<file path="config.mk">
export PLATFORM = sky130hd
export DESIGN_NAME = sector_xfer_seq
export DESIGN_NICKNAME = d
export VERILOG_FILES = /design/src/rtl/sector_xfer_seq.sv
export SDC_FILE = /design/constraint.sdc
export NUM_CORES = 1
export LEC_CHECK = 0
export BUFFER_PORTS_ARGS = -buffer_cell sky130_fd_sc_hd__buf_2
export CORE_MARGIN = 4
export CORE_UTILIZATION = 55
export CTS_BUF_LIST = sky130_fd_sc_hd__clkbuf_4
export DETAILED_ROUTE_END_ITERATION = 6
export HOLD_SLACK_MARGIN = 0.03
export PLACE_DENSITY = 0.8
export SETUP_SLACK_MARGIN = 0.02
export SLEW_MARGIN = 10
export SYNTH_ARGS = -nofsm -noshare
export SYNTH_HDL_FRONTEND = slang
export SYNTH_SLANG_ARGS = --single-unit
</file>
<file path="constraint.sdc">
create_clock -name clk -period 11.05 [get_ports clk]
set_input_delay 0 -clock clk [delete_from_list [all_inputs] [get_ports clk]]
set_output_delay 0 -clock clk [all_outputs]
set_load 0.02 [all_outputs]
</file>
<file path="src/rtl/sector_xfer_seq.sv">
module sector_xfer_seq #(
  parameter int ADDR_W       = 32,
  parameter int SECT_W       = 32,
  parameter int CNT_W        = 32,
  parameter int MAX_CHUNK    = 256,
  parameter int SECTOR_BYTES = 512,
  parameter int TIMEOUT_MS   = 5000,
  localparam int BLK_W       = (MAX_CHUNK > 1) ? $clog2(MAX_CHUNK) : 1
) (
  input  logic              clk,
  input  logic              rst_n,
  input  logic              req_valid,
  input  logic              req_write,
  input  logic [ADDR_W-1:0] req_addr,
  input  logic [SECT_W-1:0] req_sector,
  input  logic [CNT_W-1:0]  req_count,
  input  logic              card_ready,
  input  logic              card_block,
  input  logic              ms_tick,
  output logic              done,
  output logic              err,
  output logic              cmd_start,
  output logic [5:0]        cmd_index,
  output logic [31:0]       cmd_arg,
  output logic              cmd_wait_busy,
  input  logic              cmd_busy,
  input  logic              cmd_error,
  output logic              dat_start,
  output logic              dat_stop,
  output logic              dat_flush,
  output logic              dat_write,
  output logic [BLK_W-1:0]  dat_blocks,
  output logic [ADDR_W-1:0] dat_addr,
  input  logic              dat_busy,
  input  logic              dat_error
);
  localparam int SHIFT = $clog2(SECTOR_BYTES);
  localparam int TMO_W = $clog2(TIMEOUT_MS + 1);

  typedef enum logic [3:0] {
    S_IDLE, S_ARM, S_CMD, S_CMDW, S_DATW, S_ABORT, S_STOP, S_STOPW, S_FIN
  } state_t;

  state_t            state;
  logic              wr, blk, fail, gap, skip12;
  logic [ADDR_W-1:0] addr;
  logic [SECT_W-1:0] sector;
  logic [CNT_W-1:0]  rem, chunk;
  logic [TMO_W-1:0]  tcnt;
  logic              tmo;

  assign chunk = (rem > CNT_W'(MAX_CHUNK)) ? CNT_W'(MAX_CHUNK) : rem;
  assign tmo   = (tcnt == TMO_W'(TIMEOUT_MS));

  always_ff @(posedge clk) begin
    if (!rst_n) begin
      state  <= S_IDLE;
      wr     <= 1'b0;
      blk    <= 1'b0;
      fail   <= 1'b0;
      gap    <= 1'b0;
      skip12 <= 1'b0;
      addr   <= '0;
      sector <= '0;
      rem    <= '0;
      tcnt   <= '0;
    end else begin
      tcnt <= (state != S_DATW) ? '0 : (ms_tick && !tmo) ? tcnt + 1'b1 : tcnt;
      case (state)
        S_IDLE: if (req_valid) begin
          wr     <= req_write;
          blk    <= card_block;
          addr   <= req_addr;
          rem    <= req_count;
          sector <= card_block ? req_sector : req_sector << SHIFT;
          skip12 <= 1'b0;
          if (req_count == '0 || !card_ready) begin
            fail  <= 1'b1;
            state <= S_FIN;
          end else begin
            fail  <= 1'b0;
            state <= req_write ? S_CMD : S_ARM;
          end
        end
        S_ARM: begin
          gap   <= 1'b1;
          state <= wr ? S_DATW : S_CMD;
        end
        S_CMD: begin
          gap   <= 1'b1;
          state <= S_CMDW;
        end
        S_CMDW: begin
          gap <= 1'b0;
          if (!gap && !cmd_busy) begin
            if (cmd_error) begin
              fail   <= 1'b1;
              skip12 <= 1'b1;
              state  <= wr ? S_FIN : S_ABORT;
            end else begin
              state  <= wr ? S_ARM : S_DATW;
            end
          end
        end
        S_DATW: begin
          gap <= 1'b0;
          if (!gap && !dat_busy) begin
            fail  <= dat_error;
            state <= dat_error ? S_ABORT : S_STOP;
          end else if (tmo) begin
            fail  <= 1'b1;
            state <= S_ABORT;
          end
        end
        S_ABORT: state <= skip12 ? S_FIN : S_STOP;
        S_STOP: begin
          gap   <= 1'b1;
          state <= S_STOPW;
        end
        S_STOPW: begin
          gap <= 1'b0;
          if (!gap && !cmd_busy) begin
            if (fail || rem == chunk) begin
              state <= S_FIN;
            end else begin
              state <= wr ? S_CMD : S_ARM;
            end
            addr   <= addr + (ADDR_W'(chunk) << SHIFT);
            sector <= sector + (blk ? SECT_W'(chunk) : SECT_W'(chunk) << SHIFT);
            rem    <= rem - chunk;
          end
        end
        S_FIN:   state <= S_IDLE;
        default: state <= S_IDLE;
      endcase
    end
  end

  assign done          = (state == S_FIN);
  assign err           = done && fail;
  assign cmd_start     = (state == S_CMD) || (state == S_STOP);
  assign cmd_wait_busy = (state == S_STOP);
  assign cmd_index     = (state == S_STOP) ? 6'd12 : (wr ? 6'd25 : 6'd18);
  assign cmd_arg       = (state == S_STOP) ? 32'd0 : 32'(sector);
  assign dat_start     = (state == S_ARM);
  assign dat_flush     = dat_start;
  assign dat_stop      = (state == S_ABORT);
  assign dat_write     = wr;
  assign dat_addr      = addr;
  assign dat_blocks    = BLK_W'(chunk - 1'b1);

  AST_REJECT_EMPTY: assert property (@(posedge clk) disable iff (!rst_n)
    (state == S_IDLE && req_valid && (req_count == '0 || !card_ready)) |=> (done && err));
  AST_READ_ORDER: assert property (@(posedge clk) disable iff (!rst_n)
    (dat_start && !dat_write) |=> (cmd_start && cmd_index == 6'd18));
  AST_WRITE_AFTER_CMD: assert property (@(posedge clk) disable iff (!rst_n)
    (dat_start && dat_write) |-> !cmd_busy);
  AST_DONE_PULSE: assert property (@(posedge clk) disable iff (!rst_n)
    done |=> !done);
  AST_DONE_QUIET: assert property (@(posedge clk) disable iff (!rst_n)
    done |-> !cmd_busy);
  AST_TMO_BOUND: assert property (@(posedge clk) disable iff (!rst_n)
    tcnt <= TMO_W'(TIMEOUT_MS));
endmodule

</file>
After elaboration in Yosys (flattened, before gate mapping). Cells that the tools add are included.

Logic and storage cells: 100. Input bits: 107. Register bits: 118. Output and inout bits: 86.

$lt $le $gt $ge: 1. Mux-type cells: 41. Bitwise gates (word level): 1. Add/subtract/negate cells: 5. Reduce and logical (&&, ||, !) cells: 26. Equal/unequal tests: 16.

Operator list (number): 32-bit two-way mux (10); 32-bit one-hot mux with 2 select lines (3); 32-bit adder (2); 4-bit two-way mux (11); 32-bit equality test (1); 32-bit by 9-bit > comparator with 1-bit output, second input constant (1); 32-bit logical NOT (1); 4-bit one-hot mux with 8 select lines (1); 32-bit subtractor (1); 4-bit by 3-bit equality test with 1-bit output, second input constant (4); 13-bit by 1-bit adder with 13-bit output, second input constant (1); 13-bit equality test, second input constant (1); 4-bit by 2-bit equality test with 1-bit output, second input constant (2); 2-bit != test, second input constant (4); 4-bit AND reduction (2); 8-bit by 1-bit subtractor with 8-bit output, second input constant (1); 1-bit two-way mux (7); 2-bit two-way mux (3); 3-bit two-way mux (2); 2-bit nonzero test (3); 3-bit OR reduction (2); 1-bit logical NOT (5); 5-bit two-way mux (1); 5-bit AND reduction (1); other kinds (14) (20).

Logic depth before layout (Yosys ltp).
Word-level depth: 7. Gate-level depth with buffers: 19. Gate-level depth less buffers: 16.

Worst setup path after synthesis. No wires, ideal clock.

Kind: flip-flop to flip-flop. From: register rem[4]. To: register sector[31]. Data required time: 10930 ps. Arrival: 4343 ps. Clock period less this slack: 4462 ps. Setup slack: 6588 ps. Cell stages (with the launch flop): 19. Cell sequence: dfxtp_1 -> buf_2 -> nor4_2 -> a31oi_1 -> nor3_1 -> clkbuf_1 -> clkbuf_1 -> nand2_1 -> nor2_1 -> ha_1 -> nand3_1 -> or3_1 -> a21oi_1 -> o31ai_1 -> a21oi_1 -> o22ai_1 -> o41ai_1 -> nor3_1 -> a211o_1.

Cells in the longest elaborated chain, start to end: 6.

RTL lines: start, declared (RTL line 48) `logic [CNT_W-1:0] rem, chunk;`; start signal, assigned (RTL line 74) `rem <= req_count;`; start signal, assigned (RTL line 130) `rem <= rem - chunk;`; 32-bit by 9-bit > comparator with 1-bit output (RTL line 52) `assign chunk = (rem > CNT_W'(MAX_CHUNK)) ? CNT_W'(MAX_CHUNK) : rem;`; 32-bit two-way mux * (RTL line 52); 32-bit two-way mux * (RTL line 129) `sector <= sector + (blk ? SECT_W'(chunk) : SECT_W'(chunk) << SHIFT);`; 32-bit adder * (RTL line 129); 32-bit two-way mux * (RTL line 122) `if (!gap && !cmd_busy) begin`; 32-bit one-hot mux with 2 select lines * (RTL line 69) `case (state)`; end signal, assigned (RTL line 75) `sector <= card_block ? req_sector : req_sector << SHIFT;`; end signal, assigned (RTL line 129); end, declared (RTL line 47) `logic [SECT_W-1:0] sector;`.

Every way passes the cells marked *; elsewhere a longest branch is shown, timed or not. The select of a mux whose other input is x is not followed. A chain may end at the register's enable or synchronous reset.

Final worst setup path.
From: register rem[2]. To: register sector[27].

Same word-level chain as after synthesis.

==> metrics.cfg <==
[timing]
finalCritPeriodShare_pct=48.7
worst_pin_slew_ns=0.929
holdWs_ns=0.0839
relSlewSlack_pct=38.0
final.setup.tns_ns=0
fin_crit_ns=5.39
fin_skew_ns=0.0305
finalHoldViolations=0
rsz0062_at_grt=no
max_freq_mhz=186
drv_slew=0
setup_violations=0

[pwr]
vdd_ir_drop_max_v=0.0000877
p_leak_nw=5.61
power_density_nw_per_um2=120

[global_routing]
grt_max_degree=86
globalRouteTotalUtil_pct=34.5
overflow=0
grt_pass1_wl_um=55900
antenna_found_initial=3
grt_pass1_vias=10900

[logic_synthesis]
synth-seq-cells=118
yosys.area.top_type=dfxtp_1
synth_top_flop_cell=dfxtp_1
synth_top_area_share_pct=24.7
ys_seq_area_share_pct=24.7
netlist_top_cells_count=148 x nor2_1, 133 x nand2_1, 118 x dfxtp_1, 113 x a21oi_1, 83 x o21ai_0
synth_cell_types=82
syn_area_um2=9580
netlist_instances=1310
synth_warnings=0
synth-edff-count=0
synth_async_sr_flop_share_pct=0
ys_top_cells_by_area=dfxtp_1 25%, ha_1 7.4%, a21oi_1 5.9%, nor2_1 5.8%, nand2_1 5.2%
avgSynthCellArea_um2=7.31
yosysMostFrequentCell=nor2_1

[die]
die_area_um2=19600
die_w_um=140
num_io_pins=193
dieHeight_um=140
row_count=47
coreArea_um2=16800
initial_core_util_pct=56.9

[route]
avgRoutedWirePerCell_um=18.9
ant_nets=0
viasPerCell=6.26
firstDrtPassIters=6
drtIter0Drc=1317
num_vias=11600
drcViolationCount=0
wirelength_um=34900

[cts]
clk_pin_slew_ns=0.14
insertion_delay_ns=0.58
cts_made_buffers=17
cts_sinks=118
cts_tree=built
clk_path_buf_depth=2
ctsResizeCount=0
root_buffer=clkbuf_4
cts-htree-levels=4

[critical_path]
crit_required_ns=11.59
startpoint_type=register
critPathArrivalTime_ns=5.93
crit_fanout=15
cp-end-kind=register
max_stage_delay_ns=0.67
crit_chain=nor4_2, a31oi_1, nor3_2, buf_4, and3_1, ha_1, a21o_1, a21oi_1, a21oi_1, o31ai_1, a21oi_1, a2111oi_0, o21a_1, nor3_1, o31ai_1, dlygate4sd3_1
path_class=register to register
crit_path_top_delay_cell=a2111oi_0
cpMostUsedCell=a21oi_1

[layout]
finalNetCount=1778
syn_to_final_growth_pct=29.4
drive_gt1_share_pct=16.1

[job]
maxCapViolCount=0

[place]
gp_congestion=0.957
hpwl_um=22300
portBuffers=191

[outcome]
status=complete, no violations

[worst_hold_path]
hold_class=input port to register

## worst paths after layout
check	from	endpoint	slack, ns	depth (start not counted)
hold / removal	card_block	blk	0.08	3
setup reg to reg	rem[2]	sector[27]	5.66	16
hold reg to reg	sector[24]	sector[24]	0.49	2
setup / recovery	rem[2]	sector[27]	5.66	16
## cells in the final DEF (no fill, tap or decap), types with 11 or more instances in the layout
| master | n |
|---|---|
| nor4_1 | 19 |
| a21oi_1 | 113 |
| nand3_1 | 47 |
| o21ai_0 | 83 |
| o211ai_1 | 12 |
| a311oi_1 | 19 |
| nand4_1 | 15 |
| dfxtp_1 | 118 |
| clkbuf_4 | 17 |
| a21o_1 | 27 |
| conb_1 | 28 |
| a211oi_1 | 19 |
| a31oi_1 | 16 |
| or3_1 | 11 |
| ha_1 | 57 |
| buf_2 | 191 |
| and3_1 | 18 |
| mux2i_1 | 26 |
| nor2b_1 | 43 |
| and2_1 | 13 |
| a22oi_1 | 12 |
| xnor2_1 | 30 |
| dlygate4sd3_1 | 137 |
| nor3_1 | 50 |
| buf_4 | 11 |
| nor2_1 | 145 |
| nand2_1 | 132 |
| inv_1 | 35 |
| xor2_1 | 20 |
## worst max-delay path: cells and delay by family, from the launching register on
family | cells | cell delay [ns]
AND/OR/NAND/NOR | 4 | 1.28
flip-flops | 1 | 0.49
adder cells (fa/ha/maj) | 1 | 0.27
buffers and inverters | 2 | 0.88
AO/OA/AOI/OAI | 9 | 2.44
## area by class of cell
cell class / instances / area [µm²]
Sequential cell: 118 / 2360
Fill cell: 1311 / 4430
Clock buffer: 17 / 128
Timing Repair Buffer: 339 / 2410
Inverter: 36 / 135
Antenna cell: 7 / 17.5
Multi-Input combinational cell: 1100 / 6880
Tap cell: 220 / 275
Clock inverter: 15 / 179
## registers in the layout, indices dropped and copies added, names as in the netlist
register   flops
skip12         1
tcnt          13
fail           1
sector        32
dat_addr      32
rem           32
gap            1
state          4
blk            1
dat_write      1
## layer usage
metal	track usage (%)	share of wire (%)
met1	43.7	40
met2	55.6	46
met3	8.32	9.1
met4	16.1	4.9
met5	0	0
## logic make-up (layout without fill, tap and decap cells)
family,after synthesis,in the layout,share of synthesized area (%)
buffers and inverters,118,407,4.78
AO/OA/AOI/OAI,397,397,27.3
multiplexers,29,29,3.07
XOR/XNOR,50,50,4.57
flip-flops,118,118,24.7
other,2,35,0.0784
AND/OR/NAND/NOR,536,536,27.6
adder cells (fa/ha/maj),60,60,7.97
## per-stage QoR
step | cells | worst slack [ns] | total power (W) | util, % | cell area (µm²)
2_1_floorplan | 1336 | 6.59 | 0.000920 | - | 9670
3_3_place_gp | 1676 | 6.42 | 0.00106 | 63.6 | 10700
3_5_place_dp | 1676 | 6.30 | 0.00107 | 63.6 | 10700
4_1_cts | 1845 | 5.76 | 0.00146 | 73.6 | 12400
5_1_grt | 1848 | 5.11 | 0.00157 | 73.6 | 12400
6_report | 1852 | 5.66 | 0.00149 | 73.7 | 12400
## power breakdown
| group | internal (W) | switching, W |
|---|---|---|
| combinational | 0.000247 | 0.000351 |
| sequential | 0.000473 | 0.0000650 |
| clock | 0.000157 | 0.000194 |
## repair_timing
action	in CTS	in global routing
buffers inserted	0	0
hold endpoints to repair	111	0
hold buffers	137	0
endpoints found under the setup margin	0	0
Power figures use the tool's default switching activity.
